[src/rtl/fdiv_pkg.sv]
package fdiv_pkg;
  typedef enum logic {
    MN_BYPASS = 1'b0,
    MN_ACTIVE = 1'b1
  } mn_sel_e;
endpackage

[src/rtl/fdiv_cfg.sv]
module fdiv_cfg
  import fdiv_pkg::*;
#(
  parameter int DIV_W = 5,
  parameter int MND_W = 8
) (
  input  logic             clk,
  input  logic             rst_n,
  input  logic             load_i,
  input  logic [DIV_W-1:0] div_i,
  input  logic [1:0]       mode_i,
  input  logic [MND_W-1:0] m_i,
  input  logic [MND_W-1:0] ninv_i,
  input  logic [MND_W-1:0] dinv_i,
  output logic [DIV_W-1:0] div_o,
  output logic [MND_W-1:0] m_o,
  output logic [MND_W:0]   n_o,
  output mn_sel_e          sel_o,
  output logic             d_err_o
);
  localparam int NW = MND_W + 1;

  logic [DIV_W-1:0] div_q, div_d;
  logic [1:0]       mode_q, mode_d;
  logic [MND_W-1:0] m_q, m_d, ninv_q, ninv_d, dinv_q, dinv_d;
  logic [NW-1:0]    n_dec;

  always_comb begin
    div_d  = div_q;
    mode_d = mode_q;
    m_d    = m_q;
    ninv_d = ninv_q;
    dinv_d = dinv_q;
    if (load_i) begin
      div_d  = div_i;
      mode_d = mode_i;
      m_d    = m_i;
      ninv_d = ninv_i;
      dinv_d = dinv_i;
    end
  end

  always_ff @(posedge clk or negedge rst_n) begin
    if (!rst_n) begin
      div_q  <= '0;
      mode_q <= '0;
      m_q    <= '0;
      ninv_q <= '0;
      dinv_q <= '0;
    end else begin
      div_q  <= div_d;
      mode_q <= mode_d;
      m_q    <= m_d;
      ninv_q <= ninv_d;
      dinv_q <= dinv_d;
    end
  end

  always_comb begin
    n_dec   = {1'b0, ~ninv_q} + {1'b0, m_q};
    sel_o   = ((mode_q != 2'd0) && (n_dec != '0) && ({1'b0, m_q} != n_dec))
              ? MN_ACTIVE : MN_BYPASS;
    d_err_o = (dinv_q != ~n_dec[MND_W-1:0]);
    div_o   = div_q;
    m_o     = m_q;
    n_o     = n_dec;
  end

  AST_CFG_HOLD: assert property (@(posedge clk) disable iff (!rst_n)
    !load_i |=> ($stable(div_o) && $stable(m_o) && $stable(n_o)));
endmodule

[src/rtl/fdiv_pre.sv]
module fdiv_pre #(
  parameter int DIV_W = 5
) (
  input  logic             clk,
  input  logic             rst_n,
  input  logic             clr_i,
  input  logic [DIV_W-1:0] div_i,
  output logic             pre_o
);
  localparam int AW = DIV_W + 1;

  logic [AW-1:0] acc_q, acc_d, sum, lim;

  always_comb begin
    sum   = acc_q + AW'(2);
    lim   = {1'b0, div_i} + AW'(1);
    pre_o = 1'b0;
    acc_d = acc_q;
    if (div_i < DIV_W'(2)) begin
      pre_o = 1'b1;
      acc_d = '0;
    end else if (sum >= lim) begin
      pre_o = 1'b1;
      acc_d = sum - lim;
    end else begin
      acc_d = sum;
    end
    if (clr_i) acc_d = '0;
  end

  always_ff @(posedge clk or negedge rst_n) begin
    if (!rst_n) acc_q <= '0;
    else        acc_q <= acc_d;
  end

  AST_PRE_BOUND: assert property (@(posedge clk) disable iff (!rst_n)
    (div_i >= DIV_W'(2)) |-> (acc_q < lim));
endmodule

[src/rtl/fdiv_mn.sv]
module fdiv_mn
  import fdiv_pkg::*;
#(
  parameter int MND_W  = 8,
  parameter bit HAS_MN = 1'b1
) (
  input  logic             clk,
  input  logic             rst_n,
  input  logic             clr_i,
  input  logic             pre_i,
  input  mn_sel_e          sel_i,
  input  logic [MND_W-1:0] m_i,
  input  logic [MND_W:0]   n_i,
  output logic             pulse_o
);
  localparam int NW = MND_W + 1;
  localparam int SW = MND_W + 2;

  logic fire;
  logic out_q, out_d;

  generate
    if (HAS_MN) begin : g_mn
      logic [NW-1:0] acc_q;
      logic [SW-1:0] sum, acc_d;
      logic          hit;
      logic [NW-1:0] win_pre_q, win_pre_d, win_out_q, win_out_d;
      logic          act_pre;

      always_comb begin
        sum     = {1'b0, acc_q} + SW'(m_i);
        hit     = 1'b0;
        acc_d   = {1'b0, acc_q};
        act_pre = (sel_i == MN_ACTIVE) && pre_i;
        if (act_pre) begin
          if (sum >= SW'(n_i)) begin
            hit   = 1'b1;
            acc_d = sum - SW'(n_i);
          end else begin
            acc_d = sum;
          end
        end
        if (clr_i) acc_d = '0;
        fire = (sel_i == MN_ACTIVE) ? hit : pre_i;
      end

      // window bookkeeping used only by the group check below
      always_comb begin
        win_pre_d = win_pre_q;
        win_out_d = win_out_q;
        if (act_pre) begin
          if (win_pre_q == n_i - NW'(1)) begin
            win_pre_d = '0;
            win_out_d = '0;
          end else begin
            win_pre_d = win_pre_q + NW'(1);
            win_out_d = win_out_q + NW'(hit);
          end
        end
        if (clr_i) begin
          win_pre_d = '0;
          win_out_d = '0;
        end
      end

      always_ff @(posedge clk or negedge rst_n) begin
        if (!rst_n) begin
          acc_q     <= '0;
          win_pre_q <= '0;
          win_out_q <= '0;
        end else begin
          acc_q     <= acc_d[NW-1:0];
          win_pre_q <= win_pre_d;
          win_out_q <= win_out_d;
        end
      end

      AST_MN_BOUND: assert property (@(posedge clk) disable iff (!rst_n)
        (sel_i == MN_ACTIVE) |-> (acc_q < n_i));

      AST_WINDOW: assert property (@(posedge clk) disable iff (!rst_n)
        (act_pre && !clr_i && (win_pre_q == n_i - NW'(1)))
          |-> ((win_out_q + NW'(hit)) == NW'(m_i)));
    end else begin : g_bypass
      always_comb fire = pre_i;
    end
  endgenerate

  always_comb out_d = clr_i ? 1'b0 : fire;

  always_ff @(posedge clk or negedge rst_n) begin
    if (!rst_n) out_q <= 1'b0;
    else        out_q <= out_d;
  end

  assign pulse_o = out_q;
endmodule

[src/rtl/frac_clk_div.sv]
module frac_clk_div
  import fdiv_pkg::*;
#(
  parameter int DIV_W  = 5,
  parameter int MND_W  = 8,
  parameter bit HAS_MN = 1'b1
) (
  input  logic             clk,
  input  logic             rst_n,
  input  logic             cfg_load,
  input  logic [DIV_W-1:0] cfg_div,
  input  logic [1:0]       cfg_mode,
  input  logic [MND_W-1:0] cfg_m,
  input  logic [MND_W-1:0] cfg_n_inv,
  input  logic [MND_W-1:0] cfg_d_inv,
  output logic             pulse_o,
  output logic             d_err_o
);
  logic [1:0]       rst_sync_q;
  logic             rst_int_n;
  logic [DIV_W-1:0] div_q;
  logic [MND_W-1:0] m_q;
  logic [MND_W:0]   n_q;
  mn_sel_e          mn_sel;
  logic             pre_pulse;

  always_ff @(posedge clk or negedge rst_n) begin
    if (!rst_n) rst_sync_q <= 2'b00;
    else        rst_sync_q <= {rst_sync_q[0], 1'b1};
  end
  assign rst_int_n = rst_sync_q[1];

  fdiv_cfg #(.DIV_W(DIV_W), .MND_W(MND_W)) u_cfg (
    .clk     (clk),
    .rst_n   (rst_int_n),
    .load_i  (cfg_load),
    .div_i   (cfg_div),
    .mode_i  (cfg_mode),
    .m_i     (cfg_m),
    .ninv_i  (cfg_n_inv),
    .dinv_i  (cfg_d_inv),
    .div_o   (div_q),
    .m_o     (m_q),
    .n_o     (n_q),
    .sel_o   (mn_sel),
    .d_err_o (d_err_o)
  );

  fdiv_pre #(.DIV_W(DIV_W)) u_pre (
    .clk   (clk),
    .rst_n (rst_int_n),
    .clr_i (cfg_load),
    .div_i (div_q),
    .pre_o (pre_pulse)
  );

  fdiv_mn #(.MND_W(MND_W), .HAS_MN(HAS_MN)) u_mn (
    .clk     (clk),
    .rst_n   (rst_int_n),
    .clr_i   (cfg_load),
    .pre_i   (pre_pulse),
    .sel_i   (mn_sel),
    .m_i     (m_q),
    .n_i     (n_q),
    .pulse_o (pulse_o)
  );

  AST_LOAD_QUIET: assert property (@(posedge clk) disable iff (!rst_int_n)
    cfg_load |=> !pulse_o);

  AST_FULL_RATE: assert property (@(posedge clk) disable iff (!rst_int_n)
    (!cfg_load && (div_q < DIV_W'(2)) && (mn_sel == MN_BYPASS)) |=> pulse_o);

  AST_BYPASS_PASS: assert property (@(posedge clk) disable iff (!rst_int_n)
    (!cfg_load && (mn_sel == MN_BYPASS)) |=> (pulse_o == $past(pre_pulse)));
endmodule

[config.mk]
export PLATFORM = sky130hd
export DESIGN_NAME = frac_clk_div
export DESIGN_NICKNAME = d
export VERILOG_FILES = /design/src/rtl/fdiv_pkg.sv /design/src/rtl/fdiv_cfg.sv /design/src/rtl/fdiv_pre.sv /design/src/rtl/fdiv_mn.sv /design/src/rtl/frac_clk_div.sv
export SDC_FILE = /design/constraint.sdc
export NUM_CORES = 1
export LEC_CHECK = 0
export BUFFER_PORTS_ARGS = -buffer_cell sky130_fd_sc_hd__buf_4
export CELL_PAD_IN_SITES_DETAIL_PLACEMENT = 0
export CELL_PAD_IN_SITES_GLOBAL_PLACEMENT = 2
export CORE_AREA = 4 4 121 88
export CTS_BUF_LIST = sky130_fd_sc_hd__clkbuf_4
export CTS_CLUSTER_SIZE = 16
export DETAILED_ROUTE_END_ITERATION = 10
export DIE_AREA = 0 0 125 92
export PLACE_DENSITY = 0.94
export SYNTH_ARGS = -nofsm -noshare
export SYNTH_HDL_FRONTEND = slang
export SYNTH_HIERARCHICAL = 1
export SYNTH_SLANG_ARGS = --single-unit
[constraint.sdc]
create_clock -name clk -period 5.4 [get_ports clk]
set_clock_uncertainty 0.1 [all_clocks]
set_input_delay 0.54 -clock clk [delete_from_list [all_inputs] [get_ports clk]]
set_output_delay 0.54 -clock clk [all_outputs]
set_load 0.1 [all_outputs]
==> results_dict.tcl <==
set metrics [dict create \
    drtAntennaViolNets 0 \
    finalSetupTns_ns 0 \
    route.detailed.drc 0 \
    die-area_um2 11500 \
    clock_latency_ns 0.40 \
    worstMarginPinSlew_ns 0.7418 \
    cts_resized 0 \
    area_growth_pct 13.10 \
    cts_tree "built" \
    syn_area_per_cell_um2 9.438 \
    power_frac_comb_pct 66.2 \
    crit_type "reg -> out" \
    grt_pass1_vias 2966 \
    synth_enable_flop_cells 0 \
    synth_cells 414 \
    grt_pass1_wl_mm 15.80 \
    grt_use_total_pct 17.03 \
    period_minus_slack_ns 4.026 \
    fin_area_um2 4419 \
    grt_max_degree 46 \
    p_per_area_nw_per_um2 523.3 \
    drt_iter0_drc 275 \
    yosysSeqAreaShare_pct 31.38 \
    cts_buffer_depth 2 \
    hp-class "in -> reg" \
    synth-async-reset-ratio_pct 100.0 \
    worstHoldStart "cfg_n_inv[7]" \
    fmax_ghz 0.2484 \
    postCtsHoldBufs 2 \
    required_ns 4.76 \
    viasPerCell 5.418 \
    root_buffer "clkbuf_4" \
    r2r-start "u_cfg/m_o[0]" \
    cp-startpoint "u_cfg/m_o[0]" \
    rrSetupSlack_ns 1.45 \
    io_pins 36 \
    peakVddDrop_v 0.0002220 \
    antenna_found_initial 0 \
    antenna_cells 0 \
    rr_endpoint "u_mn/g_mn.acc_q[1]" \
    die-height_um 92 \
    p_leak_nw 2.025 \
    start_util_pct 40.98 \
    cap_violations 0 \
    r2r_cells 14 \
    netlist_area_um2 3907 \
    p_int_mw 1.250 \
    wl_per_cell_um 16.43 \
    worst_setup_path_start_kind "flop" \
    finalHoldViolations 0 \
    synth.distinct_cells 71 \
    grt_setup_unrepaired "no" \
    post-cts-setup-buffer-count 0 \
    hold_slack_ns 0.2470 \
    setup_viol 0 \
    period_share_pct 74.56 \
    clkPwrFrac_pct 12.1 \
    ys.warnings.count 6 \
    synth.net_count 485 \
    num_vias 3137 \
    hold_depth 3 \
    synth_seq_cells 49 \
    grt-ovfl-total 0 \
    path_max_fanout 4 \
    place_area_um2 4293 \
    hold_path_end "u_cfg/ninv_q[7]" \
    end_kind "primary output" \
    gp_congestion 0.8722 \
    arrival_ns 3.39 \
    worst_setup_hold_path_clk_slew_ns 0.16 \
    clock_sinks 49 \
    p_switching_mw 1.063 \
    drv_slew 0 \
    dp_hpwl_mm 7.574 \
    rows 30 \
    routed_wl_mm 9.512 \
    core_region_area_um2 9534 \
    dr.pass1.iters 5 \
    drive_gt1_share_pct 18.63 \
    pwr-share-seq_pct 21.7 \
    outcome "completed" \
    synthFlopType "dfrtp_1" \
    maxSlewHeadroom_pct 49.92 \
    die_w_um 125 \
    io_buffers 35 \
    fin_nets 521 \
    p_sw_share_pct 45.95 \
    final_util_pct 46.35 \
    report.power.total_mw 2.313 \
    htreeDepth 2 \
    cts-buffers-inserted 5 \
]
power by group through the flow:
| stage | combinational (mW) | clock, mW | sequential (mW) |
|---|---|---|---|
| after floorplan | 1.19 | 0 | 0.508 |
| after global placement | 1.51 | 0 | 0.508 |
| after detailed placement | 1.52 | 0 | 0.508 |
| after CTS | 1.52 | 0.290 | 0.501 |
| after global routing | 1.70 | 0.305 | 0.512 |
| final | 1.53 | 0.280 | 0.501 |
worst max-delay path by stage:
stage / endpoint / slack [ns] / cells after the start
3_5_place_dp: u_mn/g_mn.acc_q[1] / 1.51 / 14
2_1_floorplan: d_err_o / 2.05 / 9
4_1_cts: d_err_o / 1.36 / 10
5_1_grt: d_err_o / 1.16 / 10
6_report: d_err_o / 1.37 / 10
3_3_place_gp: u_mn/g_mn.acc_q[1] / 1.51 / 14
Yosys cell counts, drive strengths merged, types with 2 or more instances:
| library cell | count | area [um2] |
|---|---|---|
| dfrtp | 49 | 1226 |
| nand2 | 28 | 107.6 |
| and3 | 5 | 31.28 |
| o21bai | 3 | 26.27 |
| a2111oi | 2 | 17.52 |
| nor4b | 3 | 26.28 |
| nand3 | 15 | 80.08 |
| ha | 33 | 412.9 |
| a21o | 6 | 45.04 |
| and4b | 2 | 20.02 |
| a221oi | 3 | 50.05 |
| mux2i | 9 | 90.09 |
| xnor2 | 25 | 234.0 |
| or2 | 3 | 18.77 |
| o31ai | 5 | 42.54 |
| o21a | 3 | 30.02 |
| o2111ai | 6 | 52.55 |
| o21ai | 33 | 168.9 |
| a22o | 2 | 17.52 |
| clkbuf | 2 | 7.510 |
| xor2 | 13 | 113.9 |
| fa | 4 | 80.08 |
| a21oi | 17 | 92.59 |
| inv | 41 | 153.9 |
| nor2 | 15 | 56.30 |
| a2bb2oi | 2 | 17.52 |
| nor3 | 9 | 45.04 |
| mux2 | 22 | 247.7 |
| o311ai | 2 | 25.03 |
| a21boi | 2 | 15.01 |
| nor4 | 2 | 12.51 |
| nand4 | 4 | 25.02 |
| nor2b | 8 | 57.55 |
| o41ai | 2 | 17.52 |
| and2 | 3 | 18.77 |
| nand2b | 4 | 25.02 |
| a31oi | 3 | 18.77 |
| buf | 7 | 38.79 |
through the flow:
stage,setup slack [ns],std cells
finish,1.374,579
global route,1.163,579
CTS,1.355,579
detailed placement,1.512,569
global placement,1.514,569
floorplan,2.051,414
state kept, by name (all words and copies together), names as in the netlist:
register / flops
u_mn/pulse_o: 1
u_mn/g_mn.acc_q: 9
u_cfg/div_o: 5
u_cfg/mode_q: 2
u_cfg/m_o: 8
u_cfg/dinv_q: 8
u_pre/acc_q: 6
rst_sync_q: 2
u_cfg/ninv_q: 8
cell usage in the layout (no fill, tap or decap), types with 5 or more instances in the layout:
| cell | synthesis | routed |
|---|---|---|
| mux2i_1 | 9 | 9 |
| inv_1 | 41 | 41 |
| nor2_1 | 15 | 15 |
| mux2_2 | 22 | 22 |
| a21o_1 | 6 | 6 |
| o2111ai_1 | 6 | 6 |
| xor2_1 | 13 | 13 |
| nand2_1 | 27 | 27 |
| a21oi_1 | 15 | 15 |
| dfrtp_1 | 49 | 48 |
| nor3_1 | 9 | 9 |
| and3_1 | 5 | 5 |
| o21ai_1 | 7 | 7 |
| o21ai_0 | 25 | 25 |
| nor2b_1 | 7 | 7 |
| nand3_1 | 14 | 14 |
| clkbuf_4 | 0 | 5 |
| xnor2_1 | 23 | 23 |
| buf_4 | 0 | 36 |
| ha_1 | 33 | 33 |
layer usage:
metal / up-vias / GRT usage [%] / share of wire [%]
li1: 1566 / - / -
met1: 1481 / 27.34 / 55
met2: 81 / 22.94 / 38
met3: 9 / 3.958 / 5.6
met4: 0 / 2.978 / 0.75
met5: - / 0 / 0
worst max-delay path, cell delays in order, from the launching register on:
cell and delay (ns):
dfrtp_1 0.46, ha_1 0.19, inv_1 0.05, fa_1 0.42
nand2b_1 0.19, o2bb2ai_1 0.23, xnor2_1 0.50, xor2_1 0.20
nand3_1 0.09, or4_1 0.40, buf_4 0.25
layout make-up:
class | count | area [um2]
Tap cell | 128 | 160.2
Clock inverter | 3 | 68.82
Multi-Input combinational cell | 315 | 2481
Fill cell | 938 | 5115
Inverter | 41 | 153.9
Timing Repair Buffer | 38 | 290.3
Clock buffer | 5 | 37.54
Sequential cell | 49 | 1227
kinds of logic (layout without fill, tap and decap cells):
kind of cell | Yosys count | count (layout) | share of synthesized area [%]
xor gates and xnor gates | 38 | 38 | 8.902
other | 1 | 1 | 0.09597
DFF | 49 | 49 | 31.38
muxes | 31 | 31 | 8.646
AOI/OAI and AO/OA | 101 | 101 | 18.64
adders and majority gates | 37 | 37 | 12.62
buffers and inverters | 50 | 87 | 5.123
and+or+nand+nor | 107 | 107 | 14.60
(Power assumes the default switching activity.)
